[src/rtl/cpc_pkg.sv]
package cpc_pkg;
  typedef enum logic [2:0] {
    ST_IDLE, ST_FETCH_LO, ST_FETCH_HI, ST_CHECK, ST_EXEC, ST_WRBACK
  } cpc_state_t;

  typedef struct packed {
    logic start;
    logic capLo;
    logic capHi;
    logic capRes;
    logic advance;
    logic setSeq;
    logic setBus;
    logic setDone;
    logic decCount;
  } cpc_strobe_t;

  localparam int STAT_BUS  = 0;
  localparam int STAT_DONE = 2;
  localparam int STAT_SEQ  = 6;
  localparam logic [7:0] RESP_OK  = 8'h01;
  localparam logic [7:0] RESP_DEV = 8'h08;
endpackage

[src/rtl/cpc_ctrl.sv]
module cpc_ctrl
  import cpc_pkg::*;
(
  input  logic        clk,
  input  logic        rstN,
  input  logic        goPulse,
  input  logic        ctrlRst,
  input  logic        startBad,
  input  logic        hdrValid,
  input  logic        nextBad,
  input  logic        lastPkt,
  input  logic        resDev,
  input  logic        memRdAck,
  input  logic        memWrAck,
  input  logic        execDone,
  input  logic        execBusErr,
  output cpc_strobe_t stb,
  output logic        fetchHi,
  output logic        memRdReq,
  output logic        memWrReq,
  output logic        execReq
);
  cpc_state_t st, stNext;

  always_ff @(posedge clk) begin
    if (!rstN) st <= ST_IDLE;
    else       st <= stNext;
  end

  always_comb begin
    stNext = st;
    stb    = '0;
    if (ctrlRst) begin
      stNext = ST_IDLE;
    end else begin
      unique case (st)
        ST_IDLE: if (goPulse) begin
          stb.start = 1'b1;
          if (startBad) stb.setSeq = 1'b1;
          else          stNext = ST_FETCH_LO;
        end
        ST_FETCH_LO: if (memRdAck) begin
          stb.capLo = 1'b1;
          stNext    = ST_FETCH_HI;
        end
        ST_FETCH_HI: if (memRdAck) begin
          stb.capHi = 1'b1;
          stNext    = ST_CHECK;
        end
        ST_CHECK: begin
          if (!hdrValid) begin
            stb.setSeq = 1'b1;
            stNext     = ST_IDLE;
          end else begin
            stNext = ST_EXEC;
          end
        end
        ST_EXEC: if (execDone) begin
          stb.capRes = 1'b1;
          if (execBusErr) begin
            stb.setBus = 1'b1;
            stNext     = ST_IDLE;
          end else begin
            stNext = ST_WRBACK;
          end
        end
        ST_WRBACK: if (memWrAck) begin
          stb.decCount = 1'b1;
          if (resDev || lastPkt) begin
            stb.setDone = 1'b1;
            stNext      = ST_IDLE;
          end else if (nextBad) begin
            stb.setSeq = 1'b1;
            stNext     = ST_IDLE;
          end else begin
            stb.advance = 1'b1;
            stNext      = ST_FETCH_LO;
          end
        end
        default: stNext = ST_IDLE;
      endcase
    end
  end

  assign fetchHi  = (st == ST_FETCH_HI);
  assign memRdReq = (st == ST_FETCH_LO) || (st == ST_FETCH_HI);
  assign execReq  = (st == ST_EXEC);
  assign memWrReq = (st == ST_WRBACK);
endmodule

[src/rtl/cpc_datapath.sv]
module cpc_datapath
  import cpc_pkg::*;
#(
  parameter int ADDR_W = 32
) (
  input  logic              clk,
  input  logic              rstN,
  input  logic              regWrEn,
  input  logic              regRdEn,
  input  logic [2:0]        regAddr,
  input  logic [15:0]       regWrData,
  output logic [15:0]       regRdData,
  input  logic [63:0]       memRdData,
  input  logic              execDevErr,
  input  cpc_strobe_t       stb,
  input  logic              fetchHi,
  output logic              goPulse,
  output logic              ctrlRst,
  output logic              startBad,
  output logic              hdrValid,
  output logic              nextBad,
  output logic              lastPkt,
  output logic              resDev,
  output logic [ADDR_W-1:0] memRdAddr,
  output logic [ADDR_W-1:0] memWrAddr,
  output logic [7:0]        memWrByte,
  output logic [ADDR_W-1:0] execRegAddr,
  output logic [10:0]       execRegBytes,
  output logic [ADDR_W-1:0] execDescAddr,
  output logic              execDataPhase,
  output logic              irq
);
  localparam int REG_LIST_OFS = 16;
  localparam int BEAT_BYTES   = 8;

  logic              ctrlMask;
  logic [1:0]        ctrlMode;
  logic [7:0]        status;
  logic [15:0]       pktCount, ptrLo, ptrHi, fifoIn, fifoOut;
  logic [ADDR_W-1:0] pktPtr, hdrNext, hdrDesc, progPtr;
  logic [7:0]        hdrLen;
  logic              hdrDat, ienFlag;
  logic [31:0]       ptrFull;
  logic [7:0]        statSet;
  logic              ctrlWr, rdClr;

  assign ptrFull  = {ptrHi, ptrLo};
  assign progPtr  = ptrFull[ADDR_W-1:0];
  assign ctrlWr   = regWrEn && (regAddr == 3'd0);
  assign goPulse  = ctrlWr && regWrData[7] && !regWrData[5];
  assign rdClr    = regRdEn && (regAddr == 3'd1);
  assign startBad = (progPtr[2:0] != 3'd0) || (pktCount == 16'd0);
  assign nextBad  = (hdrNext[2:0] != 3'd0);
  assign lastPkt  = (pktCount == 16'd1);

  always_comb begin
    statSet           = '0;
    statSet[STAT_BUS]  = stb.setBus;
    statSet[STAT_DONE] = stb.setDone;
    statSet[STAT_SEQ]  = stb.setSeq;
  end

  always_ff @(posedge clk) begin
    if (!rstN) begin
      ctrlMask <= 1'b0;  ctrlRst <= 1'b0;  ctrlMode <= '0;
      status   <= '0;    pktCount <= '0;   ptrLo <= '0;  ptrHi <= '0;
      fifoIn   <= '0;    fifoOut <= '0;    pktPtr <= '0;
      hdrNext  <= '0;    hdrDesc <= '0;    hdrLen <= '0;
      hdrDat   <= 1'b0;  hdrValid <= 1'b0; ienFlag <= 1'b0; resDev <= 1'b0;
    end else begin
      if (ctrlWr) begin
        ctrlMask <= regWrData[8];
        ctrlRst  <= regWrData[5];
        ctrlMode <= regWrData[1:0];
      end
      if (regWrEn && regAddr == 3'd2) pktCount <= regWrData;
      else if (stb.decCount)          pktCount <= pktCount - 16'd1;
      if (regWrEn && regAddr == 3'd3) ptrLo   <= regWrData;
      if (regWrEn && regAddr == 3'd4) ptrHi   <= regWrData;
      if (regWrEn && regAddr == 3'd5) fifoIn  <= regWrData;
      if (regWrEn && regAddr == 3'd6) fifoOut <= regWrData;

      if (stb.start)        pktPtr <= progPtr;
      else if (stb.advance) pktPtr <= hdrNext;

      if (stb.start) ienFlag <= 1'b1;
      if (stb.capLo) begin
        hdrValid <= memRdData[16];
        hdrDat   <= memRdData[18];
        ienFlag  <= memRdData[19];
        hdrLen   <= memRdData[31:24];
        hdrNext  <= memRdData[32 +: ADDR_W];
      end
      if (stb.capHi)  hdrDesc <= memRdData[ADDR_W-1:0];
      if (stb.capRes) resDev  <= execDevErr;

      if (ctrlRst) status <= '0;
      else         status <= (rdClr ? 8'd0 : status) | statSet;
    end
  end

  always_comb begin
    unique case (regAddr)
      3'd0:    regRdData = {7'd0, ctrlMask, 2'b00, ctrlRst, 3'b000, ctrlMode};
      3'd1:    regRdData = {8'd0, status};
      3'd2:    regRdData = pktCount;
      3'd3:    regRdData = ptrLo;
      3'd4:    regRdData = ptrHi;
      3'd5:    regRdData = fifoIn;
      3'd6:    regRdData = fifoOut;
      default: regRdData = '0;
    endcase
  end

  assign memRdAddr     = fetchHi ? pktPtr + ADDR_W'(BEAT_BYTES) : pktPtr;
  assign memWrAddr     = pktPtr;
  assign memWrByte     = resDev ? RESP_DEV : RESP_OK;
  assign execRegAddr   = pktPtr + ADDR_W'(REG_LIST_OFS);
  assign execRegBytes  = {hdrLen, 3'b000};
  assign execDescAddr  = hdrDesc;
  assign execDataPhase = hdrDat;
  assign irq           = (status != 8'd0) && !ctrlMask && ienFlag;
endmodule

[src/rtl/cmd_pkt_chan.sv]
module cmd_pkt_chan
  import cpc_pkg::*;
#(
  parameter int ADDR_W = 32
) (
  input  logic              clk,
  input  logic              rstN,
  input  logic              regWrEn,
  input  logic              regRdEn,
  input  logic [2:0]        regAddr,
  input  logic [15:0]       regWrData,
  output logic [15:0]       regRdData,
  output logic              memRdReq,
  output logic [ADDR_W-1:0] memRdAddr,
  input  logic              memRdAck,
  input  logic [63:0]       memRdData,
  output logic              memWrReq,
  output logic [ADDR_W-1:0] memWrAddr,
  output logic [7:0]        memWrByte,
  input  logic              memWrAck,
  output logic              execReq,
  output logic [ADDR_W-1:0] execRegAddr,
  output logic [10:0]       execRegBytes,
  output logic [ADDR_W-1:0] execDescAddr,
  output logic              execDataPhase,
  input  logic              execDone,
  input  logic              execDevErr,
  input  logic              execBusErr,
  output logic              irq
);
  cpc_strobe_t stb;
  logic goPulse, ctrlRst, startBad, hdrValid, nextBad, lastPkt, resDev, fetchHi;

  cpc_ctrl ctrl_i (
    .clk(clk), .rstN(rstN), .goPulse(goPulse), .ctrlRst(ctrlRst),
    .startBad(startBad), .hdrValid(hdrValid), .nextBad(nextBad),
    .lastPkt(lastPkt), .resDev(resDev), .memRdAck(memRdAck),
    .memWrAck(memWrAck), .execDone(execDone), .execBusErr(execBusErr),
    .stb(stb), .fetchHi(fetchHi), .memRdReq(memRdReq),
    .memWrReq(memWrReq), .execReq(execReq)
  );

  cpc_datapath #(.ADDR_W(ADDR_W)) dp_i (
    .clk(clk), .rstN(rstN), .regWrEn(regWrEn), .regRdEn(regRdEn),
    .regAddr(regAddr), .regWrData(regWrData), .regRdData(regRdData),
    .memRdData(memRdData), .execDevErr(execDevErr), .stb(stb),
    .fetchHi(fetchHi), .goPulse(goPulse), .ctrlRst(ctrlRst),
    .startBad(startBad), .hdrValid(hdrValid), .nextBad(nextBad),
    .lastPkt(lastPkt), .resDev(resDev), .memRdAddr(memRdAddr),
    .memWrAddr(memWrAddr), .memWrByte(memWrByte),
    .execRegAddr(execRegAddr), .execRegBytes(execRegBytes),
    .execDescAddr(execDescAddr), .execDataPhase(execDataPhase), .irq(irq)
  );
endmodule

[config.mk]
export PLATFORM = sky130hd
export DESIGN_NAME = cmd_pkt_chan
export DESIGN_NICKNAME = d
export VERILOG_FILES = /design/src/rtl/cpc_pkg.sv /design/src/rtl/cpc_ctrl.sv /design/src/rtl/cpc_datapath.sv /design/src/rtl/cmd_pkt_chan.sv
export SDC_FILE = /design/constraint.sdc
export NUM_CORES = 1
export LEC_CHECK = 0
export BUFFER_PORTS_ARGS = -buffer_cell sky130_fd_sc_hd__buf_2
export CAP_MARGIN = 25
export CORE_MARGIN = 4
export CORE_UTILIZATION = 25
export CTS_CLUSTER_SIZE = 8
export DETAILED_ROUTE_END_ITERATION = 10
export SETUP_SLACK_MARGIN = 0.02
export SLEW_MARGIN = 10
export SYNTH_ARGS = -nofsm -noshare
export SYNTH_HDL_FRONTEND = slang
export SYNTH_SLANG_ARGS = --single-unit
[constraint.sdc]
create_clock -name clk -period 8 [get_ports clk]
set_input_delay 2 -clock clk [delete_from_list [all_inputs] [get_ports clk]]
set_output_delay 2 -clock clk [all_outputs]
set_load 0.02 [all_outputs]
==> metrics.md, run 1 <==
| Metric | Value |
|---|---|
| Result of the run | `complete, no violations` |
| Areal power density over the cells | `between 150 and 200 nW/um^2` |
| Top flip-flop cell by instance count after synthesis | `sky130_fd_sc_hd__dfxtp_1` |
| Fraction of the mapped netlist area in adder cells | `less than 1%` |
| Clock net sink count | `198` |
| Sequential-to-total area share from yosys stat | `41.7%` |
| Fraction of synthesis flops using an asynchronous set or reset pin | `0%` |
| Layout net count | `1,468` |
| Flip-flop and latch count after synthesis | `198` |
| Post-CTS sizing | `0` |
| Total count of max-transition violations in the final report | `0` |
| Number of global-route vias before repair | `8,417` |
| Worst slew margin | `32.5%` |
| Clock tree from TritonCTS | `yes` |
| Total vias in the final route | `just over 9,000` |
| Antenna violations before repair | `2` |
| Global-route total usage across every layer | `16.0%` |
| Number of top-level design ports | `260` |
| Number of DRC markers in iteration 0 | `between 700 and 800` |
| Distinct cell type count of the synthesized netlist | `62` |
| 1st-pass router iterations | `7` |
| Setup Skew | `14.9 ps` |
| Number of synthesized flops with an enable pin | `0` |
| Final critical delay including setup and external delays | `between 6000 and 7000 ps` |
| Simple-gate share of the synthesized area | `23.2%` |
| Period utilization | `76.5%` |
| Critical path arrival | `between 4000 and 5000 ps` |
| Clock slew seen by the registers of the worst setup and hold paths | `70 ps` |
| Unrepaired setup endpoints after global routing | `false` |
| Relative contribution of sequential cells to total power | `50.0%` |
| Standard-cell rows | `71` |
| Max-cap check violation count | `0` |
| Post-DRT Antenna Nets | `0` |
| Die area | `41,300 um^2` |
| Highest attainable clock frequency | `0.163 GHz` |
| Switching power | `0.000542 W` |
| Detailed-route wire length | `34.2 mm` |
| Gate count after technology mapping | `1,191` |
| Buffer type at the clock tree root | `sky130_fd_sc_hd__clkbuf_16` |
| DR vias/cell | `between 4 and 5` |
| WHS | `451 ps` |
| Cell repeated most along the worst path | `sky130_fd_sc_hd__buf_2` |
| Die boundary height | `roughly 200 um` |
| Post-Place Cell Area | `11,000 um^2` |
| Global-route wire length before repair | `51.0 mm` |
| Xor/xnor share of the synthesized area | `6.17%` |
| Final setup viols | `0` |
| CTS max path bufs | `2` |
| Total DRC errors in the routed layout | `0` |
| Library cell with the largest summed area after synthesis | `sky130_fd_sc_hd__dfxtp_1` |
| Starting utilization of the core area | `between 20% and 30%` |
| Slew at the pin closest to its max-slew limit | `1010 ps` |
| Total number of H-tree levels | `4` |
| Area of all placed cells without fillers | `~12,000 um^2` |
| Multiplexer fraction of the synthesized cell area | `3.33%` |
| Width of the chip | `203 um` |
| Area contributors post-synth | `sky130_fd_sc_hd__dfxtp_1 (42%), sky130_fd_sc_hd__nand2_1 (12%), sky130_fd_sc_hd__a21oi_1 (8.3%)` |
| Comb power frac | `approximately 8.0%` |
| Critical path startpoint category | `input pin` |
| Per-instance average area after synthesis | `7.99 um^2` |
| Multi-input logic area | `5020 um^2` |
| Sequential Area | `3960 um^2` |
| Max VDD drop | `roughly 150 uV` |
| Required time at the worst-slack endpoint | `6000 ps` |
| Static Leakage | `about 4.7 nW` |
| Largest incremental delay on the critical path | `roughly 750 ps` |
| Worst Setup Path Type | `input pin to primary output` |
| Worst-path fanout max | `29` |
| Cell Int Power | `0.00149 W` |
| Finished Core Util | `30.9%` |
| Top-area cell type share of the netlist area | `around two fifths` |
| Weighted congestion at the end of routability-driven global placement | `0.918` |
| CTS Buf Count | `17` |
| Switching fraction of total power | `26.6%` |
| Synth top cells by count | `sky130_fd_sc_hd__nand2_1 (313), sky130_fd_sc_hd__dfxtp_1 (198), sky130_fd_sc_hd__a21oi_1 (158)` |
| Total grt overflow | `0` |
| Placed wire-length estimate | `~26 mm` |
| Crit path capture type | `primary output` |
| Area fraction in compound gates after synthesis | `19.0%` |
| Most used standard cell by instance count after synthesis | `sky130_fd_sc_hd__nand2_1` |
| Count of yosys warnings during synthesis | `0` |
| Netlist area before placement | `roughly 9500 um^2` |
| Post-CTS repair timing setup buffer count | `0` |
| Fill cell instance count of the final layout | `4,054` |
| Pin count of the biggest net entering global routing | `100` |
| Hold crit path type | `flip-flop to flip-flop` |
| Dominant combinational cell family by area after synthesis | `simple AND/OR/NAND/NOR gates` |
| Clock share of power | `roughly two fifths` |
| Cell-by-cell trace of the critical path | `buf_2, inv_1, nor2_1, a22o_1, a221o_1, buf_2` |
| Number of endpoints with negative hold slack in the final report | `0` |
| Core area | `37,600 um^2` |
| Share of cells above drive strength 1 | `22.7%` |
| CTS Hold Buffers Added | `0` |
| Clock latency on the worst-skew pair | `around 450 ps` |
| Total Neg Setup Slack | `0 ps` |
| Area overhead of the layout relative to synthesis | `22.1%` |
| Buffers added on ports | `250` |
| Standard cell with the maximum stage delay on the critical path | `sky130_fd_sc_hd__nor2_1` |
| Detail-routed net length per standard cell | `18.1 um` |
==> power groups by stage <==
stage / combinational (W) / sequential [W] / clock, W
after detailed placement: 0.000160 / 0.00104 / 0
final: 0.000162 / 0.00102 / 0.000855
after CTS: 0.000160 / 0.00102 / 0.000884
after global placement: 0.000156 / 0.00104 / 0
after global routing: 0.000176 / 0.00102 / 0.000924
after floorplan: 0.0000974 / 0.00103 / 0
==> worst max-delay path, delay by kind of cell <==
family,cells,cell delay [ps]
compound gates,2,430
buf+inv,3,930
simple gates,1,750
==> area by class of cell <==
cell class              count  area share [%]
diodes                      2          0.0431
well taps                 511            5.50
multi-input cells         882            43.2
repair buffers            261            11.8
clock buffers              17            3.66
clock inverters            13            1.23
flip-flops and latches    198            34.1
inverters                  11           0.377
==> flip-flops by register name (all words and copies together) (netlist names), 2 cells and up <==
signal / count
ctrl_i.st: 3
dp_i.ctrlMode: 2
dp_i.execDescAddr: 32
dp_i.fifoIn: 16
dp_i.fifoOut: 16
dp_i.hdrLen: 8
dp_i.hdrNext: 32
dp_i.memWrAddr: 32
dp_i.pktCount: 16
dp_i.ptrHi: 16
dp_i.ptrLo: 16
dp_i.status: 3
==> cell families after synthesis <==
kind of cell / after synthesis
AND/OR/NAND/NOR: 489
multiplexers: 30
other: 1
adder cells (fa/ha/maj): 5
buffers and inverters: 119
XOR/XNOR: 67
flip-flops: 198
AO/OA/AOI/OAI: 282
==> placed cells by master, fill, tap and decap left out, types with 17 or more instances in the layout <==
| cell type | n |
|---|---|
| sky130_fd_sc_hd__a21oi_1 | 158 |
| sky130_fd_sc_hd__buf_2 | 251 |
| sky130_fd_sc_hd__clkbuf_16 | 17 |
| sky130_fd_sc_hd__dfxtp_1 | 198 |
| sky130_fd_sc_hd__mux2i_1 | 26 |
| sky130_fd_sc_hd__nand2_1 | 313 |
| sky130_fd_sc_hd__nand3_1 | 21 |
| sky130_fd_sc_hd__nor2_1 | 60 |
| sky130_fd_sc_hd__o21a_1 | 25 |
| sky130_fd_sc_hd__o221a_1 | 24 |
| sky130_fd_sc_hd__xnor2_1 | 39 |
| sky130_fd_sc_hd__xor2_1 | 28 |
==> per-stage QoR <==
stage	worst slack (ps)	instances	power (W)
after global placement	2020	1858	0.00120
final	1880	1895	0.00204
after global routing	1760	1895	0.00212
after floorplan	2540	1199	0.00113
after detailed placement	1950	1862	0.00120
after CTS	1940	1892	0.00206
==> layer usage <==
metal	part of all wire, %	vias up	global-route usage (%)
li1	-	4438	-
met1	45	4348	21.8
met2	47	331	25.6
met4	2.2	0	5.69
met3	6.5	42	2.68
met5	0	-	0
==> worst paths after layout <==
path / slack [ps] / depth (start not counted) / endpoint / startpoint
max: 1880 / 6 / regRdData[15] / regAddr[0]
min: 450 / 2 / dp_i.execDescAddr[22]$_SDFFE_PN0P_ / dp_i.execDescAddr[22]$_SDFFE_PN0P_
max reg2reg: 5040 / 7 / dp_i.memWrAddr[19]$_SDFFE_PN0P_ / dp_i.pktCount[1]$_SDFFE_PN0P_
min reg2reg: 450 / 2 / dp_i.execDescAddr[22]$_SDFFE_PN0P_ / dp_i.execDescAddr[22]$_SDFFE_PN0P_
Note: power is estimated with default switching activity, not from simulation.
==> inputs of run 2 (changes only) <==
- ABC_AREA: not set -> 1
- clock period: 8 -> 5.8 ns (I/O delays scaled with it)
==> run 2 against run 1 <==
Sequential cell count did not move. Combinational power is 83% higher. Routed wire length is 11% higher. Hold slack better by 3.2 ps. Non-clock buffer count shrank 4. Setup slack got worse by 590 ps. Largest power group unchanged.
==> metrics.md, run 2 <==
| Metric | Value |
|---|---|
| Critical path startpoint category | `input pin` |
| Share of cells above drive strength 1 | `20.1% (-2.6 points)` |
| Clock latency on the worst-skew pair | `440 ps (about the same)` |
| Layout net count | `1,739 (+18%)` |
| Slew at the pin closest to its max-slew limit | `1010 ps (-5.74 ps)` |
| Antenna violations before repair | `8 (+6)` |
| Total count of max-transition violations in the final report | `0 (unchanged)` |
| Final setup viols | `0 (unchanged)` |
| Number of endpoints with negative hold slack in the final report | `0 (unchanged)` |
| CTS max path bufs | `2 (unchanged)` |
| Detailed-route wire length | `38.0 mm (+11%)` |
| Buffers added on ports | `250 (unchanged)` |
| Post-CTS repair timing setup buffer count | `0 (unchanged)` |
| Total number of H-tree levels | `4 (unchanged)` |
| Final critical delay including setup and external delays | `around 4500 ps` |
| CTS Buf Count | `17 (unchanged)` |
| Library cell with the largest summed area after synthesis | `sky130_fd_sc_hd__dfxtp_1` |
| Sequential-to-total area share from yosys stat | `40.0% (-1.7 points)` |
| Worst Setup Path Type | `input pin to primary output` |
| Core area | `38,900 um^2 (+3.6%)` |
| Highest attainable clock frequency | `0.222 GHz` |
| WHS | `454 ps (+3.19 ps)` |
| Area contributors post-synth | `sky130_fd_sc_hd__dfxtp_1 (40%), sky130_fd_sc_hd__nor2_1 (9.5%), sky130_fd_sc_hd__o21ai_0 (8.8%)` |
| Worst-path fanout max | `13 (-55%)` |
| Worst reg-to-reg setup slack | `3290 ps (-1750 ps)` |
| Placed wire-length estimate | `29.8 mm (+15%)` |
| Leading cell type in the layout, fill and taps excluded | `sky130_fd_sc_hd__nor2_1` |
| Setup WS pre-CTS | `1340 ps (-615 ps)` |
| Die boundary height | `207 um (+2.0%)` |
| Max-cap check violation count | `0 (unchanged)` |
| Weighted congestion at the end of routability-driven global placement | `0.922 (+0.48%)` |
| Unrepaired setup endpoints after global routing | `false` |
| Worst slew margin | `32.4% (-0.13 points)` |
| Gate count after technology mapping | `1,444 (+21%)` |
| Buffer type at the clock tree root | `sky130_fd_sc_hd__clkbuf_16` |
| Static Leakage | `5.51 nW (+18%)` |
| Synth top cells by count | `sky130_fd_sc_hd__nor2_1 (251), sky130_fd_sc_hd__dfxtp_1 (198), sky130_fd_sc_hd__nand2_1 (197)` |
| Crit path capture type | `primary output` |
| Total vias in the final route | `9,972 (+8.9%)` |
| Most used standard cell by instance count after synthesis | `sky130_fd_sc_hd__nor2_1` |
| Setup Skew | `9.86 ps (-5.08 ps)` |
| Netlist area before placement | `9910 um^2 (+4.2%)` |
| Result of the run | `complete, no violations` |
| PnR Total Power | `0.00287 W (+41%)` |
| Fraction of synthesis flops using an asynchronous set or reset pin | `0% (unchanged)` |
| Number of DRC markers in iteration 0 | `706 (-8.5%)` |
| Standard cell with the maximum stage delay on the critical path | `sky130_fd_sc_hd__nand2_1` |
| Max VDD drop | `120 uV (-20%)` |
| Post-DRT Antenna Nets | `0 (unchanged)` |
| Clock tree from TritonCTS | `yes` |
| Critical path arrival | `3050 ps (-1070 ps)` |
| Clock slew seen by the registers of the worst setup and hold paths | `70 ps (about the same)` |
| Pin count of the biggest net entering global routing | `71 (-29%)` |
| Clock net sink count | `198 (unchanged)` |
| Number of top-level design ports | `260 (unchanged)` |
| Global-route total usage across every layer | `17.1% (+1.1 points)` |
| Count of yosys warnings during synthesis | `0 (unchanged)` |
| Number of global-route vias before repair | `9,762 (+16%)` |
| Fill cell instance count of the final layout | `4,333 (+6.9%)` |
| Total grt overflow | `0 (unchanged)` |
| Standard-cell rows | `72 (+1.4%)` |
| 1st-pass router iterations | `5 (-2)` |
| Total Neg Setup Slack | `0 ps (unchanged)` |
| Total DRC errors in the routed layout | `0 (unchanged)` |
| Cell-by-cell trace of the critical path | `buf_2, inv_1, nor2_1, nand2_1, inv_1, a221oi_1, o21ai_0, buf_2` |
| DR vias/cell | `4.58 (-5.3%)` |
| Areal power density over the cells | `238 nW/um^2 (+36%)` |
| Number of synthesized flops with an enable pin | `0 (unchanged)` |
| Area overhead of the layout relative to synthesis | `21.6%` |
| Min setup slack post-route | `1300 ps (-587 ps)` |
| Starting utilization of the core area | `25.5% (+0.15 points)` |
| Largest incremental delay on the critical path | `420 ps (-330 ps)` |
| CTS Hold Buffers Added | `0 (unchanged)` |
| Detail-routed net length per standard cell | `17.4 um (-3.5%)` |
| Period utilization | `77.7%` |
| Top flip-flop cell by instance count after synthesis | `sky130_fd_sc_hd__dfxtp_1` |
| Width of the chip | `207 um (+2.0%)` |
| Most frequent cells in the layout | `sky130_fd_sc_hd__nor2_1 (251), sky130_fd_sc_hd__buf_2 (249), sky130_fd_sc_hd__dfxtp_1 (198)` |
| Post-CTS sizing | `0 (unchanged)` |
| Hold crit path type | `flip-flop to flip-flop` |
| Flip-flop and latch count after synthesis | `198 (unchanged)` |
| Distinct cell type count of the synthesized netlist | `40 (-35%)` |
| Per-instance average area after synthesis | `6.87 um^2 (-14%)` |
| Die area | `42,900 um^2 (+4.0%)` |
| Global-route wire length before repair | `57.5 mm (+13%)` |
| Required time at the worst-slack endpoint | `4350 ps (-1650 ps)` |
| Finished Core Util | `31.0% (+0.074 points)` |
| Top-area cell type share of the netlist area | `40.0% (-1.7 points)` |
## run 2: changes by cell type after synthesis, moves of 18 or more
cell                       before  now
sky130_fd_sc_hd__mux2i_1       26    0
sky130_fd_sc_hd__xnor2_1       39    5
sky130_fd_sc_hd__nand2_1      313  197
sky130_fd_sc_hd__clkbuf_1      76   46
sky130_fd_sc_hd__nor2_1        60  251
sky130_fd_sc_hd__nand3_1       21   66
sky130_fd_sc_hd__xor2_1        28   46
sky130_fd_sc_hd__o21ai_0        9  174
sky130_fd_sc_hd__o21a_1        25    0
sky130_fd_sc_hd__o221a_1       24    0
sky130_fd_sc_hd__inv_1          8  185
sky130_fd_sc_hd__a21oi_1      158   97
## run 2: final cells by class
class | count | area, um^2 | area share, %
antenna | 6 | 15.0 | 0.125
clock buffer | 21 | 450 | 3.74
clock inverter | 11 | 101 | 0.840
inverter | 198 | 743 | 6.16
multi-input combinational | 970 | 4800 | 39.8
sequential | 198 | 3960 | 32.9
tap | 518 | 648 | 5.37
timing repair buffer | 257 | 1330 | 11.1
## run 2: worst max-delay path: cells and delay by family
| kind | cells | cell delay [ps] |
|---|---|---|
| and+or+nand+nor | 2 | 480 |
| buffers and inverters | 4 | 620 |
| AOI/OAI and AO/OA | 2 | 500 |
## run 2: stage by stage
stage,std cells,instance area [um^2]
6_report,2179,12100
5_1_grt,2178,12100
4_1_cts,2171,12000
3_5_place_dp,2139,11400
3_3_place_gp,2139,11400
2_1_floorplan,1452,9940
## run 2: worst paths after layout
check,cells past startpoint,startpoint,to
setup reg to reg,6,dp_i.hdrNext[0]$_SDFFE_PN0P_,dp_i.memWrAddr[29]$_SDFFE_PN0P_
hold reg to reg,2,dp_i.hdrNext[9]$_SDFFE_PN0P_,dp_i.hdrNext[9]$_SDFFE_PN0P_
setup / recovery,8,regAddr[1],regRdData[7]
hold / removal,2,dp_i.hdrNext[9]$_SDFFE_PN0P_,dp_i.hdrNext[9]$_SDFFE_PN0P_
## run 2: routing by layer
metal	up-vias	global-route usage (%)	wire length [um]	share of wire (%)
met5	-	0	13	0.034
met4	2	7.62	1250	3.3
met3	63	3.28	2020	5.3
met2	300	29.0	18400	48
met1	4597	21.1	16300	43
li1	5010	-	-	-
## run 2: where the power goes
| part | switching [W] | internal (W) | leakage [nW] |
|---|---|---|---|
| clock network | 0.000547 | 0.000605 | 0.260 |
| registers | 0.0000284 | 0.00140 | 1.60 |
| logic | 0.000204 | 0.0000936 | 3.64 |
## run 2: kinds of logic (layout without fill, tap and decap cells)
kind of cell | after synthesis | after routing | share of synthesized area, %
AOI/OAI and AO/OA | 330 | 330 | 17.7
adders and majority gates | 5 | 5 | 0.631
other | 1 | 15 | 0.0378
DFF | 198 | 198 | 40.0
and+or+nand+nor | 574 | 574 | 25.1
xor gates and xnor gates | 52 | 52 | 4.67
buffers and inverters | 284 | 487 | 11.9
